`config.mk`:
```
export PLATFORM = sky130hd
export DESIGN_NAME = hostbus_front
export DESIGN_NICKNAME = d
export VERILOG_FILES = /design/src/rtl/hostbus_pkg.sv /design/src/rtl/hostbus_ctrl.sv /design/src/rtl/hostbus_dp.sv /design/src/rtl/hostbus_front.sv
export SDC_FILE = /design/constraint.sdc
export NUM_CORES = 1
export LEC_CHECK = 0
export BUFFER_PORTS_ARGS = -buffer_cell sky130_fd_sc_hd__buf_2
export CAP_MARGIN = 20
export CORE_UTILIZATION = 45
export DETAILED_ROUTE_END_ITERATION = 8
export PLACE_DENSITY_LB_ADDON = 0.12
export RECOVER_POWER = 25
export SLEW_MARGIN = 10
export SYNTH_ARGS = -nofsm -noshare
export SYNTH_HDL_FRONTEND = slang
export SYNTH_HIERARCHICAL = 1
export SYNTH_SLANG_ARGS = --single-unit
```
`constraint.sdc`:
```
create_clock -name clk -period 1.2 [get_ports clk]
set_input_delay 0.12 -clock clk [delete_from_list [all_inputs] [get_ports clk]]
set_output_delay 0.12 -clock clk [all_outputs]
set_load 0.05 [all_outputs]
```
`src/rtl/hostbus_pkg.sv`:
```
package hostbus_pkg;

  typedef enum logic {
    STYLE_STROBE = 1'b0,
    STYLE_ENABLE = 1'b1
  } busStyle_t;

  // strobes passed from control to datapath
  typedef struct packed {
    logic wrCapture;  // synchronised write phase active, keep sampling the byte
    logic wrCommit;   // write phase just ended
    logic rdStart;    // read phase just began
    logic rdActive;   // read phase in progress
  } ctrlStrb_t;

endpackage

```
`src/rtl/hostbus_ctrl.sv`:
```
module hostbus_ctrl
  import hostbus_pkg::*;
#(
  parameter int SYNC_STAGES = 2
) (
  input  logic       clk,
  input  logic       rstN,
  input  logic       modeSel,
  input  logic       ctlA,
  input  logic       ctlB,
  output busStyle_t  styleQ,
  output ctrlStrb_t  strb
);

  localparam int LAST = SYNC_STAGES - 1;

  logic [SYNC_STAGES-1:0] syncA;
  logic [SYNC_STAGES-1:0] syncB;
  logic idleLevel;
  logic aSync;
  logic bSync;
  logic wrAct;
  logic rdAct;
  logic prevWr;
  logic prevRd;

  // idle pin level: strobes rest high, the enable rests low
  assign idleLevel = ~modeSel;

  generate
    if (SYNC_STAGES == 1) begin : g_sync1
      always_ff @(posedge clk) begin
        if (!rstN) begin
          syncA <= idleLevel;
          syncB <= idleLevel;
        end else begin
          syncA <= ctlA;
          syncB <= ctlB;
        end
      end
    end else begin : g_syncN
      always_ff @(posedge clk) begin
        if (!rstN) begin
          syncA <= {SYNC_STAGES{idleLevel}};
          syncB <= {SYNC_STAGES{idleLevel}};
        end else begin
          syncA <= {syncA[SYNC_STAGES-2:0], ctlA};
          syncB <= {syncB[SYNC_STAGES-2:0], ctlB};
        end
      end
    end
  endgenerate

  assign aSync = syncA[LAST];
  assign bSync = syncB[LAST];

  // style is loaded every reset cycle and frozen once reset is released
  always_ff @(posedge clk) begin
    if (!rstN) styleQ <= busStyle_t'(modeSel);
  end

  always_comb begin
    if (styleQ == STYLE_ENABLE) begin
      wrAct = aSync & ~bSync;
      rdAct = aSync & bSync;
    end else begin
      wrAct = ~bSync;
      rdAct = ~aSync;
    end
  end

  always_ff @(posedge clk) begin
    if (!rstN) begin
      prevWr <= 1'b0;
      prevRd <= 1'b0;
    end else begin
      prevWr <= wrAct;
      prevRd <= rdAct;
    end
  end

  assign strb.wrCapture = wrAct;
  assign strb.wrCommit  = prevWr & ~wrAct;
  assign strb.rdStart   = rdAct & ~prevRd;
  assign strb.rdActive  = rdAct;

endmodule

```
`src/rtl/hostbus_dp.sv`:
```
module hostbus_dp
  import hostbus_pkg::*;
#(
  parameter int DATA_W      = 8,
  parameter int SYNC_STAGES = 2
) (
  input  logic              clk,
  input  logic              rstN,
  input  logic              regSel,
  input  logic [DATA_W-1:0] dataIn,
  input  ctrlStrb_t         strb,
  input  logic              rspValid,
  input  logic [DATA_W-1:0] rspData,
  input  logic [DATA_W-1:0] statusWord,
  output logic [DATA_W-1:0] hostDout,
  output logic              hostDoe,
  output logic [DATA_W-1:0] wrData,
  output logic              cmdWrReq,
  output logic              dataWrReq,
  output logic              statusRdReq,
  output logic              dataRdReq
);

  localparam int PW   = DATA_W + 1;
  localparam int LAST = SYNC_STAGES - 1;

  // delay line matching the control synchroniser: {regSel, byte}
  logic [PW-1:0] pipe [SYNC_STAGES];

  generate
    for (genvar gi = 0; gi < SYNC_STAGES; gi++) begin : g_pipe
      if (gi == 0) begin : g_head
        always_ff @(posedge clk) begin
          if (!rstN) pipe[gi] <= '0;
          else       pipe[gi] <= {regSel, dataIn};
        end
      end else begin : g_body
        always_ff @(posedge clk) begin
          if (!rstN) pipe[gi] <= '0;
          else       pipe[gi] <= pipe[gi-1];
        end
      end
    end
  endgenerate

  logic              alignedSel;
  logic [DATA_W-1:0] alignedByte;
  logic              holdSel;
  logic [DATA_W-1:0] holdByte;
  logic [DATA_W-1:0] readLatch;

  assign alignedSel  = pipe[LAST][DATA_W];
  assign alignedByte = pipe[LAST][DATA_W-1:0];

  // write holding register follows the bus while the write phase lasts
  always_ff @(posedge clk) begin
    if (!rstN) begin
      holdSel  <= 1'b0;
      holdByte <= '0;
    end else if (strb.wrCapture) begin
      holdSel  <= alignedSel;
      holdByte <= alignedByte;
    end
  end

  always_ff @(posedge clk) begin
    if (!rstN) begin
      cmdWrReq  <= 1'b0;
      dataWrReq <= 1'b0;
      wrData    <= '0;
    end else begin
      cmdWrReq  <= strb.wrCommit & ~holdSel;
      dataWrReq <= strb.wrCommit & holdSel;
      if (strb.wrCommit) wrData <= holdByte;
    end
  end

  // read side: pipelined latch of core responses
  always_ff @(posedge clk) begin
    if (!rstN)         readLatch <= '0;
    else if (rspValid) readLatch <= rspData;
  end

  always_ff @(posedge clk) begin
    if (!rstN) begin
      statusRdReq <= 1'b0;
      dataRdReq   <= 1'b0;
      hostDout    <= '0;
      hostDoe     <= 1'b0;
    end else begin
      statusRdReq <= strb.rdStart & ~alignedSel;
      dataRdReq   <= strb.rdStart & alignedSel;
      hostDoe     <= strb.rdActive;
      if (strb.rdStart) hostDout <= alignedSel ? readLatch : statusWord;
    end
  end

endmodule

```
`src/rtl/hostbus_front.sv`:
```
module hostbus_front
  import hostbus_pkg::*;
#(
  parameter int DATA_W      = 8,
  parameter int SYNC_STAGES = 2
) (
  input  logic              clk,
  input  logic              rstN,
  input  logic              modeSel,
  input  logic              regSel,
  input  logic              ctlA,
  input  logic              ctlB,
  input  logic [DATA_W-1:0] dataIn,
  output logic [DATA_W-1:0] hostDout,
  output logic              hostDoe,
  output logic [DATA_W-1:0] wrData,
  output logic              cmdWrReq,
  output logic              dataWrReq,
  output logic              statusRdReq,
  output logic              dataRdReq,
  input  logic              rspValid,
  input  logic [DATA_W-1:0] rspData,
  input  logic [DATA_W-1:0] statusWord
);

  busStyle_t styleQ;
  ctrlStrb_t strb;

  hostbus_ctrl #(.SYNC_STAGES(SYNC_STAGES)) u_ctrl (
    .clk     (clk),
    .rstN    (rstN),
    .modeSel (modeSel),
    .ctlA    (ctlA),
    .ctlB    (ctlB),
    .styleQ  (styleQ),
    .strb    (strb)
  );

  hostbus_dp #(.DATA_W(DATA_W), .SYNC_STAGES(SYNC_STAGES)) u_dp (
    .clk         (clk),
    .rstN        (rstN),
    .regSel      (regSel),
    .dataIn      (dataIn),
    .strb        (strb),
    .rspValid    (rspValid),
    .rspData     (rspData),
    .statusWord  (statusWord),
    .hostDout    (hostDout),
    .hostDoe     (hostDoe),
    .wrData      (wrData),
    .cmdWrReq    (cmdWrReq),
    .dataWrReq   (dataWrReq),
    .statusRdReq (statusRdReq),
    .dataRdReq   (dataRdReq)
  );

endmodule

```
### Yosys cells after proc, flatten, opt, wreduce, memory -nomap -nowiden

Memory sizes are Yosys's and may differ from the RTL's.
Cells that the tools add are included.

* bits in registers: 44
* output and inout port bits: 21
* memories kept: 1
* RAM bits: 18

* multiplexer cells: 9
* bitwise logic cells: 17

Memories
* u_dp.pipe: depth 2, width 9, rd ports 2, clocked after memory_dff 0, write ports 2, RTL line hostbus_dp.sv:28 `logic [PW-1:0] pipe [SYNC_STAGES];`

Operator list (count)
* 9-bit 2-to-1 mux: 2
* 1-bit bitwise AND: 8
* 8-bit 2-to-1 mux: 1
* 1-bit inverter: 7
* 1-bit 2-to-1 mux: 4
* 2-bit 2-to-1 mux: 2
* 1-bit OR: 2

### Logic depth before layout (Yosys ltp)

* depth in word-level cells: 6
* depth in mapped cells: 6
* gate-level depth less buffers: 4

### By module

Netlist, hierarchy kept.

Modules (own cells, without submodules)
* hostbus_dp: cells an instance 167, times used 1, sequential area each 1121.1 µm², area each 1923.1 µm²
* hostbus_ctrl: cells an instance 27, times used 1, sequential area each 150.1 µm², area each 259.0 µm²

### Worst setup path before layout

Ideal clock, no wire load.

* path type: register -> register
* from: reg u_ctrl.styleQ
* to: reg u_dp.dataRdReq
* library setup time: 0.059 ns
* data arrival time: 1.191 ns
* stages on the path, launching flop included: 6
* path buffers: 2
* data required time: 1.141 ns
* setup slack: -0.050 ns
* cell sequence: edfxtp_1 > or2_1 > a21oi_1 > clkbuf_2 > buf_6 > and3_2

RTL lines
* from (decl): RTL line hostbus_ctrl.sv:11 `output busStyle_t styleQ,`
* from (signal assigned): RTL line hostbus_ctrl.sv:59 `if (!rstN) styleQ <= busStyle_t'(modeSel);`
* to (signal assigned): RTL line hostbus_dp.sv:92 `dataRdReq <= strb.rdStart & alignedSel;`
* to (decl): RTL line hostbus_dp.sv:21 `output logic dataRdReq`

==> flow_summary.html <==
<table>
<tr><th>Metric</th><th>Value</th></tr>
<tr><th colspan="2">Synthesis</th></tr>
<tr><td>Count of state elements after synthesis</td><td>63</td></tr>
<tr><td>Yosys top cell area share</td><td>0.569</td></tr>
<tr><td>Per-instance average area after synthesis</td><td>11.2 µm²</td></tr>
<tr><td>Dominant register cell in the synthesized netlist</td><td>sky130_fd_sc_hd__dfxtp_1</td></tr>
<tr><td>Number of distinct library cells after synthesis</td><td>22</td></tr>
<tr><td>Share of async-settable or async-resettable flops after synthesis</td><td>0</td></tr>
<tr><td>Dominant cells by area after synthesis</td><td>sky130_fd_sc_hd__dfxtp_1 (57%), sky130_fd_sc_hd__mux2i_1 (15%), sky130_fd_sc_hd__nor2b_1 (7.7%)</td></tr>
<tr><td>Library cell with the largest summed area after synthesis</td><td>sky130_fd_sc_hd__dfxtp_1</td></tr>
<tr><td>Synth Net Count</td><td>225</td></tr>
<tr><td>YS warnings</td><td>6</td></tr>
<tr><td>Number of enable-type register cells in the synthesized netlist</td><td>1</td></tr>
<tr><td>Post-synthesis cell area</td><td>2180 µm²</td></tr>
<tr><td>Cells after synthesis</td><td>194</td></tr>
<tr><td>Part of the Yosys area used for sequential elements</td><td>0.583</td></tr>
<tr><th colspan="2">Routing</th></tr>
<tr><td>Initial DRT Pass Iterations</td><td>4</td></tr>
<tr><td>Highest metal layer used by the detailed router</td><td>met4</td></tr>
<tr><td>Count of unresolved DRC violations after routing</td><td>0</td></tr>
<tr><td>DRT iter0 DRCs</td><td>36</td></tr>
<tr><td>Total via count after detailed routing</td><td>1465</td></tr>
<tr><td>Met3 wirelength from detailed routing</td><td>192 µm</td></tr>
<tr><td>Average routed wire per standard cell</td><td>11.5 µm</td></tr>
<tr><td>Total wire length after detailed routing</td><td>3690 µm</td></tr>
<tr><td>Routed wire length on met2</td><td>1580 µm</td></tr>
<tr><td>Number of nets still failing antenna checks after routing</td><td>0</td></tr>
<tr><td>Met1 layer wirelength in the final routing</td><td>1810 µm</td></tr>
<tr><td>Average via count per standard cell</td><td>4.56</td></tr>
<tr><th colspan="2">Timing</th></tr>
<tr><td>Worst slew pin tran</td><td>0.251 ns</td></tr>
<tr><td>Count of endpoints failing hold in the final timing report</td><td>0</td></tr>
<tr><td>Post-route clock period utilization</td><td>1.07</td></tr>
<tr><td>Final count of negative-setup-slack endpoints</td><td>22</td></tr>
<tr><td>Headroom to the max-slew limit</td><td>0.833</td></tr>
<tr><td>F_max</td><td>0.780 GHz</td></tr>
<tr><td>Number of pins exceeding their max-slew limit in the final report</td><td>0</td></tr>
<tr><td>Crit path time final</td><td>1.28 ns</td></tr>
<tr><td>Setup repair after global routing missed its margin</td><td>yes</td></tr>
<tr><td>Maximum clock skew at final layout</td><td>0.00736 ns</td></tr>
<tr><td>Setup TNS</td><td>-0.724 ns</td></tr>
<tr><td>Final critical-path setup slack</td><td>-0.0827 ns</td></tr>
<tr><th colspan="2">Critical path</th></tr>
<tr><td>Category of cells accounting for the largest share of critical-path delay</td><td>flip-flops</td></tr>
<tr><td>Arrival time at the worst endpoint</td><td>1.55 ns</td></tr>
<tr><td>Reg2Reg Depth</td><td>5</td></tr>
<tr><td>Endpoint kind of the worst setup timing path</td><td>flop</td></tr>
<tr><td>Worst R2R Setup Slack</td><td>-0.08 ns</td></tr>
<tr><td>Cell with the largest stage delay on the worst path</td><td>sky130_fd_sc_hd__edfxtp_1</td></tr>
<tr><td>Maximum single-stage delay on the critical path</td><td>0.41 ns</td></tr>
<tr><td>Largest driver fanout on the critical path</td><td>4</td></tr>
<tr><td>Critical setup path kind</td><td>flop to flop</td></tr>
<tr><td>WP data required</td><td>1.46 ns</td></tr>
<tr><td>Number of buffer and inverter instances along the worst setup path</td><td>1</td></tr>
<tr><td>Critical path launch point type</td><td>flop</td></tr>
<tr><td>Reg-to-Reg End</td><td>u_dp/hostDout[3]</td></tr>
<tr><td>Crit path cell chain</td><td>or2_4, a21oi_4, buf_4, o21ai_2, a21oi_1</td></tr>
<tr><td>Reg2reg start</td><td>u_ctrl/styleQ</td></tr>
<tr><th colspan="2">Finish</th></tr>
<tr><td>Commonest non-fill, non-tap cells in the layout</td><td>sky130_fd_sc_hd__dfxtp_1 (62), sky130_fd_sc_hd__buf_2 (50), sky130_fd_sc_hd__mux2i_1 (33), sky130_fd_sc_hd__nor2b_1 (26), sky130_fd_sc_hd__and2_1 (15)</td></tr>
<tr><td>Most common library cell in the layout ignoring fill and taps</td><td>sky130_fd_sc_hd__dfxtp_1</td></tr>
<tr><td>Count of inserted antenna diode cells</td><td>0</td></tr>
<tr><td>Utilization of the core after routing</td><td>0.638</td></tr>
<tr><td>Growth of design area from synthesis to finish</td><td>31.8%</td></tr>
<tr><td>Number of nets in the final layout</td><td>295</td></tr>
<tr><td>Fillcell total</td><td>376</td></tr>
<tr><td>Share of layout cells above drive strength 1</td><td>0.342</td></tr>
<tr><th colspan="2">Floorplan</th></tr>
<tr><td>DIE WIDTH</td><td>71.6 µm</td></tr>
<tr><td>Area of the die</td><td>5130 µm²</td></tr>
<tr><td>Height of the die</td><td>71.6 µm</td></tr>
<tr><td>Number of ports placed on the die boundary</td><td>52</td></tr>
<tr><td>FP Rows</td><td>24</td></tr>
<tr><td>Starting utilization of the core area</td><td>0.484</td></tr>
<tr><td>Core region area</td><td>4500 µm²</td></tr>
<tr><th colspan="2">Clock tree</th></tr>
<tr><td>Clock tree from TritonCTS</td><td>built</td></tr>
<tr><td>Maximum clock insertion buffer count</td><td>2</td></tr>
<tr><td>CTS Root Cell</td><td>sky130_fd_sc_hd__clkbuf_8</td></tr>
<tr><td>CTS H-tree lvls</td><td>3</td></tr>
<tr><td>Sink count of the clock tree</td><td>63</td></tr>
<tr><td>Clk slew on worst S/H paths</td><td>0.06 ns</td></tr>
<tr><td>Latest clock arrival within the worst-skew pair</td><td>0.33 ns</td></tr>
<tr><td>Inserted Clock Buffers</td><td>9</td></tr>
<tr><th colspan="2">Worst hold path</th></tr>
<tr><td>Worst hold start</td><td>ctlB</td></tr>
<tr><td>Class of the tightest hold or removal check</td><td>input port to flop</td></tr>
<tr><td>Hold path depth</td><td>3</td></tr>
<tr><td>Endpoint with the worst hold slack</td><td>u_ctrl/syncB[0]</td></tr>
<tr><th colspan="2">Global routing</th></tr>
<tr><td>Vias in the first global route</td><td>1334</td></tr>
<tr><td>Remaining global-route overflow</td><td>0</td></tr>
<tr><td>Overall global routing resource usage</td><td>0.162</td></tr>
<tr><td>First-pass GRT wire length</td><td>6000 µm</td></tr>
<tr><td>Maximum number of pins on one net before global-route repair</td><td>42</td></tr>
<tr><td>Antenna violations before repair</td><td>0</td></tr>
<tr><th colspan="2">Power and ir drop</th></tr>
<tr><td>Power share of the combinational group</td><td>0.136</td></tr>
<tr><td>Worst VDD drop</td><td>0.000879 V</td></tr>
<tr><td>Cell internal power dissipation</td><td>3.41 mW</td></tr>
<tr><td>Sw power</td><td>1.12 mW</td></tr>
<tr><td>Pwr per Cell Area</td><td>1580 nW/µm²</td></tr>
<tr><td>Static Leak</td><td>1.26 nW</td></tr>
<tr><td>Net switching fraction of the power</td><td>0.248</td></tr>
<tr><td>Portion of total power attributed to sequential cells</td><td>0.501</td></tr>
<tr><td>Relative contribution of the clock network to total power</td><td>0.363</td></tr>
<tr><td>Power consumption</td><td>4.53 mW</td></tr>
<tr><th colspan="2">Outcome</th></tr>
<tr><td>Run status</td><td>complete, but fails checks</td></tr>
<tr><td>Violations in the final reports</td><td>negative setup slack</td></tr>
<tr><th colspan="2">Placed design</th></tr>
<tr><td>Final RePlAce weighted congestion</td><td>0.764</td></tr>
<tr><td>Hpwl dp</td><td>2320 µm</td></tr>
<tr><td>Count of input and output buffers</td><td>51</td></tr>
<tr><td>Post-place setup slack</td><td>-0.0603 ns</td></tr>
<tr><th colspan="2">Job</th></tr>
<tr><td>Number of max-capacitance violations reported</td><td>0</td></tr>
</table>
worst reg2reg max path, stage by stage (launching register included):
cell and delay [ns]:
sky130_fd_sc_hd__edfxtp_1 0.41, sky130_fd_sc_hd__or2_4 0.28, sky130_fd_sc_hd__a21oi_4 0.20, sky130_fd_sc_hd__buf_4 0.17
sky130_fd_sc_hd__o21ai_2 0.05, sky130_fd_sc_hd__a21oi_1 0.12
per-layer routing:
metal	vias up	global-route usage
met3	12	0.0731
met4	0	0.105
li1	780	-
met5	-	0
met2	45	0.230
met1	628	0.199
power by group through the flow:
stage / Sequential (mW) / Clock [mW] / Combinational (mW)
2_1_floorplan: 2.43 / 0 / 0.254
3_3_place_gp: 2.30 / 0 / 0.511
3_5_place_dp: 2.30 / 0 / 0.516
4_1_cts: 2.26 / 1.71 / 0.575
5_1_grt: 2.28 / 1.81 / 0.662
6_report: 2.27 / 1.65 / 0.616
sequential cells by signal, indices dropped and copies added, names as in the netlist:
name              cells
u_ctrl/styleQ         1
u_dp/readLatch        8
u_dp/cmdWrReq         1
u_dp/holdByte         8
u_dp/hostDoe          1
u_ctrl/syncA          2
u_dp/wrData           8
u_dp/dataWrReq        1
u_dp/hostDout         8
u_dp/pipe            18
u_dp/statusRdReq      1
u_ctrl/syncB          2
u_ctrl/prevWr         1
u_ctrl/prevRd         1
u_dp/holdSel          1
u_dp/dataRdReq        1
cell usage after synthesis (3+ instances only):
master and instances:
sky130_fd_sc_hd__nor2_1 3, sky130_fd_sc_hd__mux2i_1 33, sky130_fd_sc_hd__buf_6 3, sky130_fd_sc_hd__nand2_1 6
sky130_fd_sc_hd__dfxtp_1 62, sky130_fd_sc_hd__buf_4 6, sky130_fd_sc_hd__a21oi_1 11, sky130_fd_sc_hd__buf_2 3
sky130_fd_sc_hd__o21ai_0 10, sky130_fd_sc_hd__nor2b_1 27, sky130_fd_sc_hd__and2_1 19
worst max-delay path by stage:
stage | slack, ns | depth (start not counted) | to | startpoint
CTS | -0.04 | 5 | u_dp/holdByte[7] | u_ctrl/styleQ
global route | -0.13 | 5 | u_dp/hostDout[3] | u_ctrl/styleQ
floorplan | -0.05 | 5 | u_dp/dataRdReq | u_ctrl/styleQ
detailed placement | -0.06 | 5 | u_dp/hostDout[3] | u_ctrl/styleQ
global placement | -0.02 | 5 | u_dp/wrData[1] | u_ctrl/styleQ
finish | -0.08 | 5 | u_dp/hostDout[3] | u_ctrl/styleQ
final cells by class:
type                       instances  area, µm²  area share
inverter                           1       3.75     0.00131
multi-input combinational        116        866       0.301
timing repair buffer              73        484       0.168
clock buffer                      13        170      0.0592
clock inverter                     3       15.0     0.00522
tap                               52       65.1      0.0226
sequential                        63       1270       0.442
stage by stage:
stage	instances	instance area, µm²	hold WS (ns)
after floorplan	194	2190	0.215
final	321	2880	0.0286
after detailed placement	291	2480	0.328
after global placement	291	2480	0.326
after global routing	321	2880	0.0423
after CTS	319	2810	0.00584
repair_timing:
| action | CTS | global route |
|---|---|---|
| hold buffers | 10 | 0 |
| setup buffers | 0 | 1 |
| gates cloned | 2 | 1 |
| gates resized for setup | 17 | 15 |
| hold endpoints to repair | 10 | 0 |
| endpoints found under the setup margin | 26 | 28 |
| pin swaps | 1 | 6 |
cells by family (layout without fill, tap and decap cells):
logic type | count (synthesis) | count (layout) | share of synthesized area
AO/OA/AOI/OAI | 23 | 23 | 0.0539
buffers and inverters | 15 | 90 | 0.0487
multiplexers | 33 | 33 | 0.151
flip-flops | 63 | 63 | 0.583
AND/OR/NAND/NOR | 60 | 60 | 0.163
(Power assumes the default switching activity.)
